File: src/rtl/chg_pkg.sv
// Shared types for the charge path controller.
package chg_pkg;
    typedef enum logic [2:0] {
        ST_IDLE    = 3'd0,
        ST_TRICKLE = 3'd1,
        ST_CC      = 3'd2,
        ST_CV      = 3'd3,
        ST_HOST    = 3'd4
    } chg_state_e;
endpackage

File: src/rtl/chg_adapter_detect.sv
// Adapter presence detector with a hysteresis window.
// Assumes both codes are unsigned mV values of the same scale; the adapter
// may be below the battery, so the gap is computed signed.
module chg_adapter_detect #(
    parameter int V_W    = 13,
    parameter int ON_MV  = 90,
    parameter int OFF_MV = 45
) (
    input  logic           clk,
    input  logic           rst_n,
    input  logic [V_W-1:0] adp_mv,
    input  logic [V_W-1:0] bat_mv,
    output logic           present
);
    localparam logic signed [V_W:0] ON_S  = (V_W+1)'(ON_MV);
    localparam logic signed [V_W:0] OFF_S = (V_W+1)'(OFF_MV);

    logic signed [V_W:0] gap;

    // Signed headroom of the adapter over the battery.
    always_comb gap = $signed({1'b0, adp_mv}) - $signed({1'b0, bat_mv});

    // Presence flag: rise at the upper edge, fall at the lower edge.
    always_ff @(posedge clk) begin
        if (!rst_n)          present <= 1'b0;
        else if (!present)   present <= (gap >= ON_S);
        else                 present <= (gap > OFF_S);
    end
endmodule

File: src/rtl/chg_phase_fsm.sv
// Charge phase sequencer and end-of-charge latch.
// Assumes the presence flag is already registered; the phase and latch
// react one clock after their inputs.
module chg_phase_fsm
    import chg_pkg::*;
#(
    parameter int V_W      = 13,
    parameter int S_W      = 9,
    parameter int CV_MV    = 4200,
    parameter int EOC_B_MV = 4000,
    parameter int EOC_S_MV = 14
) (
    input  logic           clk,
    input  logic           rst_n,
    input  logic           present,
    input  logic           lockout_ok,
    input  logic           host_ctl,
    input  logic           host_gate,
    input  logic [V_W-1:0] bat_mv,
    input  logic [S_W-1:0] sense_mv,
    output chg_state_e     state,
    output logic           done
);
    localparam logic [V_W-1:0] CV_LVL  = V_W'(CV_MV);
    localparam logic [V_W-1:0] EOC_BAT = V_W'(EOC_B_MV);
    localparam logic [S_W-1:0] EOC_SNS = S_W'(EOC_S_MV);

    chg_state_e nxt;
    logic       terminate;
    logic       taper;

    // Processor termination request and taper detection.
    always_comb begin
        terminate = host_ctl && host_gate;
        taper     = ((state == ST_CC) || (state == ST_CV)) &&
                    (bat_mv > EOC_BAT) && (sense_mv <= EOC_SNS);
    end

    // Next phase from adapter, ownership, lockout and battery level.
    always_comb begin
        if (!present)                         nxt = ST_IDLE;
        else if (host_ctl)                    nxt = ST_HOST;
        else if (!lockout_ok)                 nxt = ST_TRICKLE;
        else if ((state == ST_CV) || (bat_mv >= CV_LVL)) nxt = ST_CV;
        else                                  nxt = ST_CC;
    end

    // Phase register.
    always_ff @(posedge clk) begin
        if (!rst_n) state <= ST_IDLE;
        else        state <= nxt;
    end

    // End-of-charge latch: clear on removal or termination, else set on taper.
    always_ff @(posedge clk) begin
        if (!rst_n)                     done <= 1'b0;
        else if (!present || terminate) done <= 1'b0;
        else if (taper)                 done <= 1'b1;
    end
endmodule

File: src/rtl/chg_gate_drive.sv
// Pass-device gate driver with on/off current limiting.
// Assumes the phase comes from a register; the gate output is registered,
// so each limit excursion opens the gate for one clock per sample.
module chg_gate_drive
    import chg_pkg::*;
#(
    parameter int S_W       = 9,
    parameter int TRICKLE_MV = 20,
    parameter int FULL_MV   = 160
) (
    input  logic           clk,
    input  logic           rst_n,
    input  chg_state_e     state,
    input  logic           present,
    input  logic           host_ctl,
    input  logic           host_gate,
    input  logic [S_W-1:0] sense_mv,
    output logic           gate_off
);
    localparam int N_LIM = 2;
    localparam logic [S_W-1:0] LIM_TAB [N_LIM] = '{S_W'(TRICKLE_MV), S_W'(FULL_MV)};

    logic [N_LIM-1:0] over;
    logic             lim_sel;
    logic             gate_nxt;

    // One comparator per limit level.
    for (genvar i = 0; i < N_LIM; i++) begin : g_lim
        assign over[i] = (sense_mv > LIM_TAB[i]);
    end

    // Limit select: full current outside the trickle phase.
    always_comb lim_sel = (state != ST_TRICKLE);

    // Next gate level by ownership and phase.
    always_comb begin
        if (!present)      gate_nxt = 1'b1;
        else if (host_ctl) gate_nxt = host_gate;
        else begin
            unique case (state)
                ST_TRICKLE, ST_CC: gate_nxt = over[lim_sel];
                ST_CV:             gate_nxt = 1'b0;
                default:           gate_nxt = 1'b1;
            endcase
        end
    end

    // Gate register, off at reset.
    always_ff @(posedge clk) begin
        if (!rst_n) gate_off <= 1'b1;
        else        gate_off <= gate_nxt;
    end
endmodule

File: src/rtl/chg_ctrl_top.sv
// Charge path controller top: adapter detection, phase sequencing and
// gate drive. Assumes all analog quantities arrive as synchronous mV codes.
module chg_ctrl_top
    import chg_pkg::*;
#(
    parameter int V_W        = 13,
    parameter int S_W        = 9,
    parameter int DET_ON_MV  = 90,
    parameter int DET_OFF_MV = 45,
    parameter int TRICKLE_MV = 20,
    parameter int FULL_MV    = 160,
    parameter int CV_MV      = 4200,
    parameter int EOC_B_MV   = 4000,
    parameter int EOC_S_MV   = 14
) (
    input  logic           clk,
    input  logic           rst_n,
    input  logic [V_W-1:0] adp_mv,
    input  logic [V_W-1:0] bat_mv,
    input  logic [S_W-1:0] sense_mv,
    input  logic           lockout_ok,
    input  logic           host_ctl,
    input  logic           host_gate,
    output logic           adp_present,
    output logic           charge_done,
    output logic           gate_off,
    output logic           ilim_full,
    output logic           cv_mode
);
    chg_state_e phase;

    chg_adapter_detect #(.V_W(V_W), .ON_MV(DET_ON_MV), .OFF_MV(DET_OFF_MV)) u_det (
        .clk(clk), .rst_n(rst_n), .adp_mv(adp_mv), .bat_mv(bat_mv),
        .present(adp_present)
    );

    chg_phase_fsm #(.V_W(V_W), .S_W(S_W), .CV_MV(CV_MV),
                    .EOC_B_MV(EOC_B_MV), .EOC_S_MV(EOC_S_MV)) u_fsm (
        .clk(clk), .rst_n(rst_n), .present(adp_present),
        .lockout_ok(lockout_ok), .host_ctl(host_ctl), .host_gate(host_gate),
        .bat_mv(bat_mv), .sense_mv(sense_mv), .state(phase), .done(charge_done)
    );

    chg_gate_drive #(.S_W(S_W), .TRICKLE_MV(TRICKLE_MV), .FULL_MV(FULL_MV)) u_gate (
        .clk(clk), .rst_n(rst_n), .state(phase), .present(adp_present),
        .host_ctl(host_ctl), .host_gate(host_gate), .sense_mv(sense_mv),
        .gate_off(gate_off)
    );

    // Phase decode for the limit select and constant-voltage flag.
    always_comb begin
        ilim_full = (phase == ST_CC) || (phase == ST_CV);
        cv_mode   = (phase == ST_CV);
    end
endmodule

File: config.mk
export PLATFORM = sky130hd
export DESIGN_NAME = chg_ctrl_top
export DESIGN_NICKNAME = d
export VERILOG_FILES = /design/src/rtl/chg_pkg.sv /design/src/rtl/chg_adapter_detect.sv /design/src/rtl/chg_phase_fsm.sv /design/src/rtl/chg_gate_drive.sv /design/src/rtl/chg_ctrl_top.sv
export SDC_FILE = /design/constraint.sdc
export NUM_CORES = 1
export LEC_CHECK = 0
export BUFFER_PORTS_ARGS = -buffer_cell sky130_fd_sc_hd__clkbuf_2
export CAP_MARGIN = 10
export CELL_PAD_IN_SITES_DETAIL_PLACEMENT = 1
export CELL_PAD_IN_SITES_GLOBAL_PLACEMENT = 2
export CORE_MARGIN = 2
export CORE_UTILIZATION = 25
export DETAILED_ROUTE_END_ITERATION = 8
export GPL_TIMING_DRIVEN = 0
export HOLD_SLACK_MARGIN = 0.02
export PLACE_DENSITY = 0.84
export SLEW_MARGIN = 10
export SYNTH_ARGS = -nofsm -noshare
export SYNTH_HDL_FRONTEND = slang
export SYNTH_SLANG_ARGS = --single-unit
File: constraint.sdc
create_clock -name clk -period 2.6 [get_ports clk]
set_clock_uncertainty 0.05 [all_clocks]
set_input_delay 0.26 -clock clk [delete_from_list [all_inputs] [get_ports clk]]
set_output_delay 0.26 -clock clk [all_outputs]
set_load 0.02 [all_outputs]
# After elaboration in Yosys (flattened, before gate mapping)
# Index checks and enable logic that the tools add are counted.
# word_totals
reg_bits	6
latch_bits	0
mem_bits_rw	0
romBits	0
in_bits	40
out_inout_bits	5
elab_cells	42
memories	0
# classes
n_addsub	1
n_mul	0
n_div	0
order_cmp	8
n_eq_ne	4
n_shift	0
muxes	8
n_bitwise	3
reduce_logical	12
# ops
op	count
$ge 14x8->1 const B	1
$gt 14x7->1 const B	1
$sub 13x13->14	1
$ge 13x13->1 const B	1
$gt 13x12->1 const B	1
$gt 9x5->1 const B	1
$gt 9x8->1 const B	1
$le 9x4->1 const B	1
$eq 3x2->1 const B	2
$mux 3	2
$mux 1	5
$reduce_or 2->1	2
$reduce_or 4->1	1
$eq 3x1->1 const B	1
$logic_and 1x1->1	3
$logic_or 1x1->1	3
$ne 3x1->1 const B	1
$not 1->1	3
$reduce_or 3->1	1
$lt 1x2->1 const B	1
$pmux 1 s2	1
$reduce_and 2->1	1
$logic_not 1->1	1

# Longest topological paths before layout
# logic_depth
word_depth	5
depth_mapped	10
ltp_nobuf	10

# Modules after synthesis
# Synthesis repeated with hierarchy kept, for this count alone.
# hier_totals
cells_unflattened	154
hier_area_um2	1121.1
# by_module_without_submodules
module	instances	cells_each	area_per_inst_um2
chg_adapter_detect	1	112	773.2
chg_phase_fsm	1	26	222.7
chg_gate_drive	1	14	110.1
chg_ctrl_top	1	2	15.0

# Worst setup path after synthesis
# Ideal clock, no wire load.
# synth_path
path_type	input to register
start	input port adp_mv[0]
end	register u_det.present
setup_time_ps	120
arrival_ps	2058
t_required_ps	2430
slack_ps	372
stages	9
path_buffers	0
cell_sequence	inv_1 ha_1 fa_1 and2_2 o21ai_0 a211oi_1 o31a_1 o21a_1 o31a_1
# synth_via
elab_chain_len	3
word_cells_on_any_way	4
classes_between	1 x add/sub; 2 x order compare; 1 x mux
# synth_rtl
element	line	text
from (decl)	chg_ctrl_top.sv:18	input logic [V_W-1:0] adp_mv,
$sub 13x13->14 (*)	chg_adapter_detect.sv:21	always_comb gap = $signed({1'b0, adp_mv}) - $signed({1'b0, bat_mv});
$ge 14x8->1 / $gt 14x7->1 (equally long branches)	chg_adapter_detect.sv:26, chg_adapter_detect.sv:27	
$mux 1 (*)	chg_adapter_detect.sv:26	else if (!present) present <= (gap >= ON_S);
to (signal assigned)	chg_adapter_detect.sv:26	
to (signal assigned)	chg_adapter_detect.sv:27	else present <= (gap > OFF_S);
to (decl)	chg_adapter_detect.sv:13	output logic present
# Mark *: on every way between the ends. The rest lies on a longest branch, timed or not.
# A chain may end at the register's enable or synchronous reset.

# Worst setup path after layout
# Same ends and word-level chain as after synthesis.

==> run summary <==
Worst-path clk slew: 40 ps
Largest net degree at the start of global routing: 10
Final Hold Fails: 0
Total length of routed wires: 3299 um
Post-route setup TNS: 0 ps
Synth Flop Type: dfxtp_1
Vias: 1263
CTS buffer count: 3
CP Max Fanout: 4
DRT Pass-1 Iters: 4
FILL cells: 531
Register area share after synthesis: 11.10%
Die W: 69.80 um
Syn. warnings: 0
Synth Area in Adders: 16.88%
# DRC: 0
CP arrival: 2380 ps
Switching part of the total power: 36.23%
Max clock buf depth: 2
Synthesized area: 1082 um2
First-pass GRT wire length: 5437 um
TritonCTS clock tree: done
Max Clk Rate: 0.4296 GHz
DPL Wire Length: 2892 um
Slowest cell on crit path: fa_1
Placer Congestion: 0.7707
Worst slew pin tran: 424.3 ps
Switching Power: 176.3 uW
Compound-cell area share of the yosys netlist: 36.65%
DIE AREA: 4871 um2
Clk root buf: clkbuf_8
Die height: 69.80 um
Synth area leader: ha_1
Crit path kind: input pin to flop
Reg power frac: 20.2%
Number of synthesized flops with an enable pin: 0
Pre-CTS setup slack: 42.98 ps
Main combinational cell family by area after synthesis: compound AO/OA/AOI/OAI gates
CP max stage delay: 460 ps
Combinational power share: 51.7%
Area delta synth->final: 29.94%
Max-slew violations: 0
Unrepaired setup endpoints after global routing: false
Internal power: 310.3 uW
CP Cell Sequence: clkbuf_2, inv_1, ha_1, fa_1, nor2b_4, o2111ai_1, a31oi_1, and3_1, o32a_1, o2111ai_1, o31a_1
Multi-input logic area: 895.9 um2
Post-Syn Nets: 202
Share of cells above drive strength 1: 27.69%
Number of distinct library cells after synthesis: 43
Tcrit/Tclk final: 89.52%
Worst min-delay path class: input pin to flop
Setup-failing EPs final: 0
Clock sinks: 6
Asr flop ratio synth: 0%
Xor/xnor share of the synthesized area: 4.046%
Status: complete, no violations
Vias per cell: 5.155
Synthesis-stage register bit count: 6
CP top delay family: compound AO/OA/AOI/OAI gates
Register area: 120.1 um2
Hold-fix buffers, CTS: 0
Pwr/cell area: 346.0 nW/um2
Postcts setup bufs: 0
Post-layout min period: 2328 ps
Crit-path most repeated cell: o2111ai_1
Mux contribution to synthesized area: 0%
Vias in the first global route: 1302
Synth Area in Simple Gates: 25.20%
Worst EP required: 2650 ps
Max IR drop VDD: 0.1004 mV
Max_slew headroom: 71.34%
Max-cap viol count: 0
Resized Gates After CTS: 0
Critical path launch point type: input pin
H-tree Lvls: 1
Syn Inst Count: 148
Worst setup margin: 272.4 ps
Initial detailed-routing violation count: 22
Nets: 251
Initial core utilization: 26.48%
WP buf/inv: 2
Site Rows: 23
Clock group share of total power: 28.1%
Synth area leaders: ha_1, dfxtp_1, o21a_1
Synth top area share: 15.03%
Initial antenna violation count: 0
Io pins: 45
Detailed-route wire length per cell: 13.47 um
Buffers on Ports: 44
Gr usage total: 13.14%
Setup crit end kind: flop
Avg Cell Area, Syn: 7.313 um2
Final ANT Viol Nets: 0
Clk_lat worst skew: 220 ps
Gr ovfl total: 0
N_diodes: 0
Leak Pwr: 0.0006846 uW
Core Area: 4086 um2
==> sequential cells by signal, summed over array words and instances, names as in the netlist <==
name             count
u_fsm.done           1
u_gate.gate_off      1
u_fsm.state          3
u_det.present        1
==> metrics by stage <==
stage / cells / instance area (um2) / hold slack (ps) / power (uW) / util, %
floorplan: 148 / 1082 / 282.1 / 272.2 / -
global placement: 242 / 1365 / 377.9 / 349.2 / 33.40
detailed placement: 242 / 1365 / 395.8 / 351.6 / 33.40
CTS: 245 / 1406 / 188.9 / 492.2 / 34.42
global route: 245 / 1406 / 217.1 / 524.8 / 34.42
finish: 245 / 1406 / 190.3 / 486.5 / 34.42
==> cell type report <==
class                           count  area share (%)
Buffer                              2          0.7117
Clock buffer                        3           2.936
Inverter                           15           4.004
Multi-Input combinational cell    125           63.70
Sequential cell                     6           8.541
Tap cell                           50           4.448
Timing Repair Buffer               44           15.66
==> cell usage in the layout, fill, tap and decap left out, types with 3 or more instances in the layout <==
cell       n
clkbuf_2  44
inv_1     15
nor2_1    15
ha_1      13
a21oi_1   10
nand2_1    8
o21a_1     8
o21ai_0    6
dfxtp_1    6
a311oi_1   4
nand2b_1   4
nand3_1    4
nor2b_1    3
and3_1     3
xor2_1     3
o31a_1     3
o41ai_1    3
o21ai_1    3
a31oi_1    3
clkbuf_8   3
==> routing by layer <==
metal	GRT usage (%)	vias to the layer above	wire length [um]
met1	16.70	575	1560
met3	1.163	4	142
li1	-	652	-
met4	4.274	0	38
met5	0	-	0
met2	23.17	32	1558
==> power groups by stage <==
stage          clock (uW)  combinational (uW)  sequential, uW
2_1_floorplan           0                 171             101
3_3_place_gp            0                 250            99.4
3_5_place_dp            0                 252            99.4
4_1_cts               140                 254            98.1
5_1_grt               145                 281            98.5
6_report              137                 252            98.2
==> final timing paths <==
kind                            cells past startpoint                    endpoint                 startpoint  slack (ps)
worst max-delay path                               11    u_det.present$_SDFF_PN0_                  adp_mv[0]         270
worst min-delay path                                2     u_fsm.done$_SDFFE_PP0P_                  host_gate         190
worst max register to register                      5  u_gate.gate_off$_SDFF_PN1_  u_fsm.state[1]$_SDFF_PP0_        1230
worst min register to register                      1  u_gate.gate_off$_SDFF_PN1_   u_det.present$_SDFF_PN0_         410
==> cells in the mapped netlist, types with 2 or more instances <==
cell	number
xor2_1	3
inv_1	15
a22o_1	2
buf_2	2
ha_1	13
nor3_1	2
dfxtp_1	6
nand4_1	2
a311oi_1	4
nor2b_1	3
xnor2_1	2
o21ai_0	6
a31oi_1	3
and3_1	3
nor2_1	15
o41ai_1	3
nand2_1	8
or4_1	2
o21a_1	8
nand3_1	4
nand2b_1	4
o21ai_1	3
a211oi_1	2
a21o_1	2
o31a_1	3
a21oi_1	10
o2111ai_1	2
==> logic make-up (layout without fill, tap and decap cells) <==
| kind of cell | count (synthesis) | count (layout) |
|---|---|---|
| AND/OR/NAND/NOR | 51 | 51 |
| XOR/XNOR | 5 | 5 |
| AO/OA/AOI/OAI | 55 | 55 |
| buffers and inverters | 17 | 64 |
| adder cells (fa/ha/maj) | 14 | 14 |
| flip-flops | 6 | 6 |
==> worst reg2reg max path, stage by stage, from the launching register on <==
cell and delay, ps:
dfxtp_1 340, nand2b_1 120, a22oi_1 60, o31a_1 240
o41ai_1 300, nand3_1 120
(Power assumes the default switching activity.)
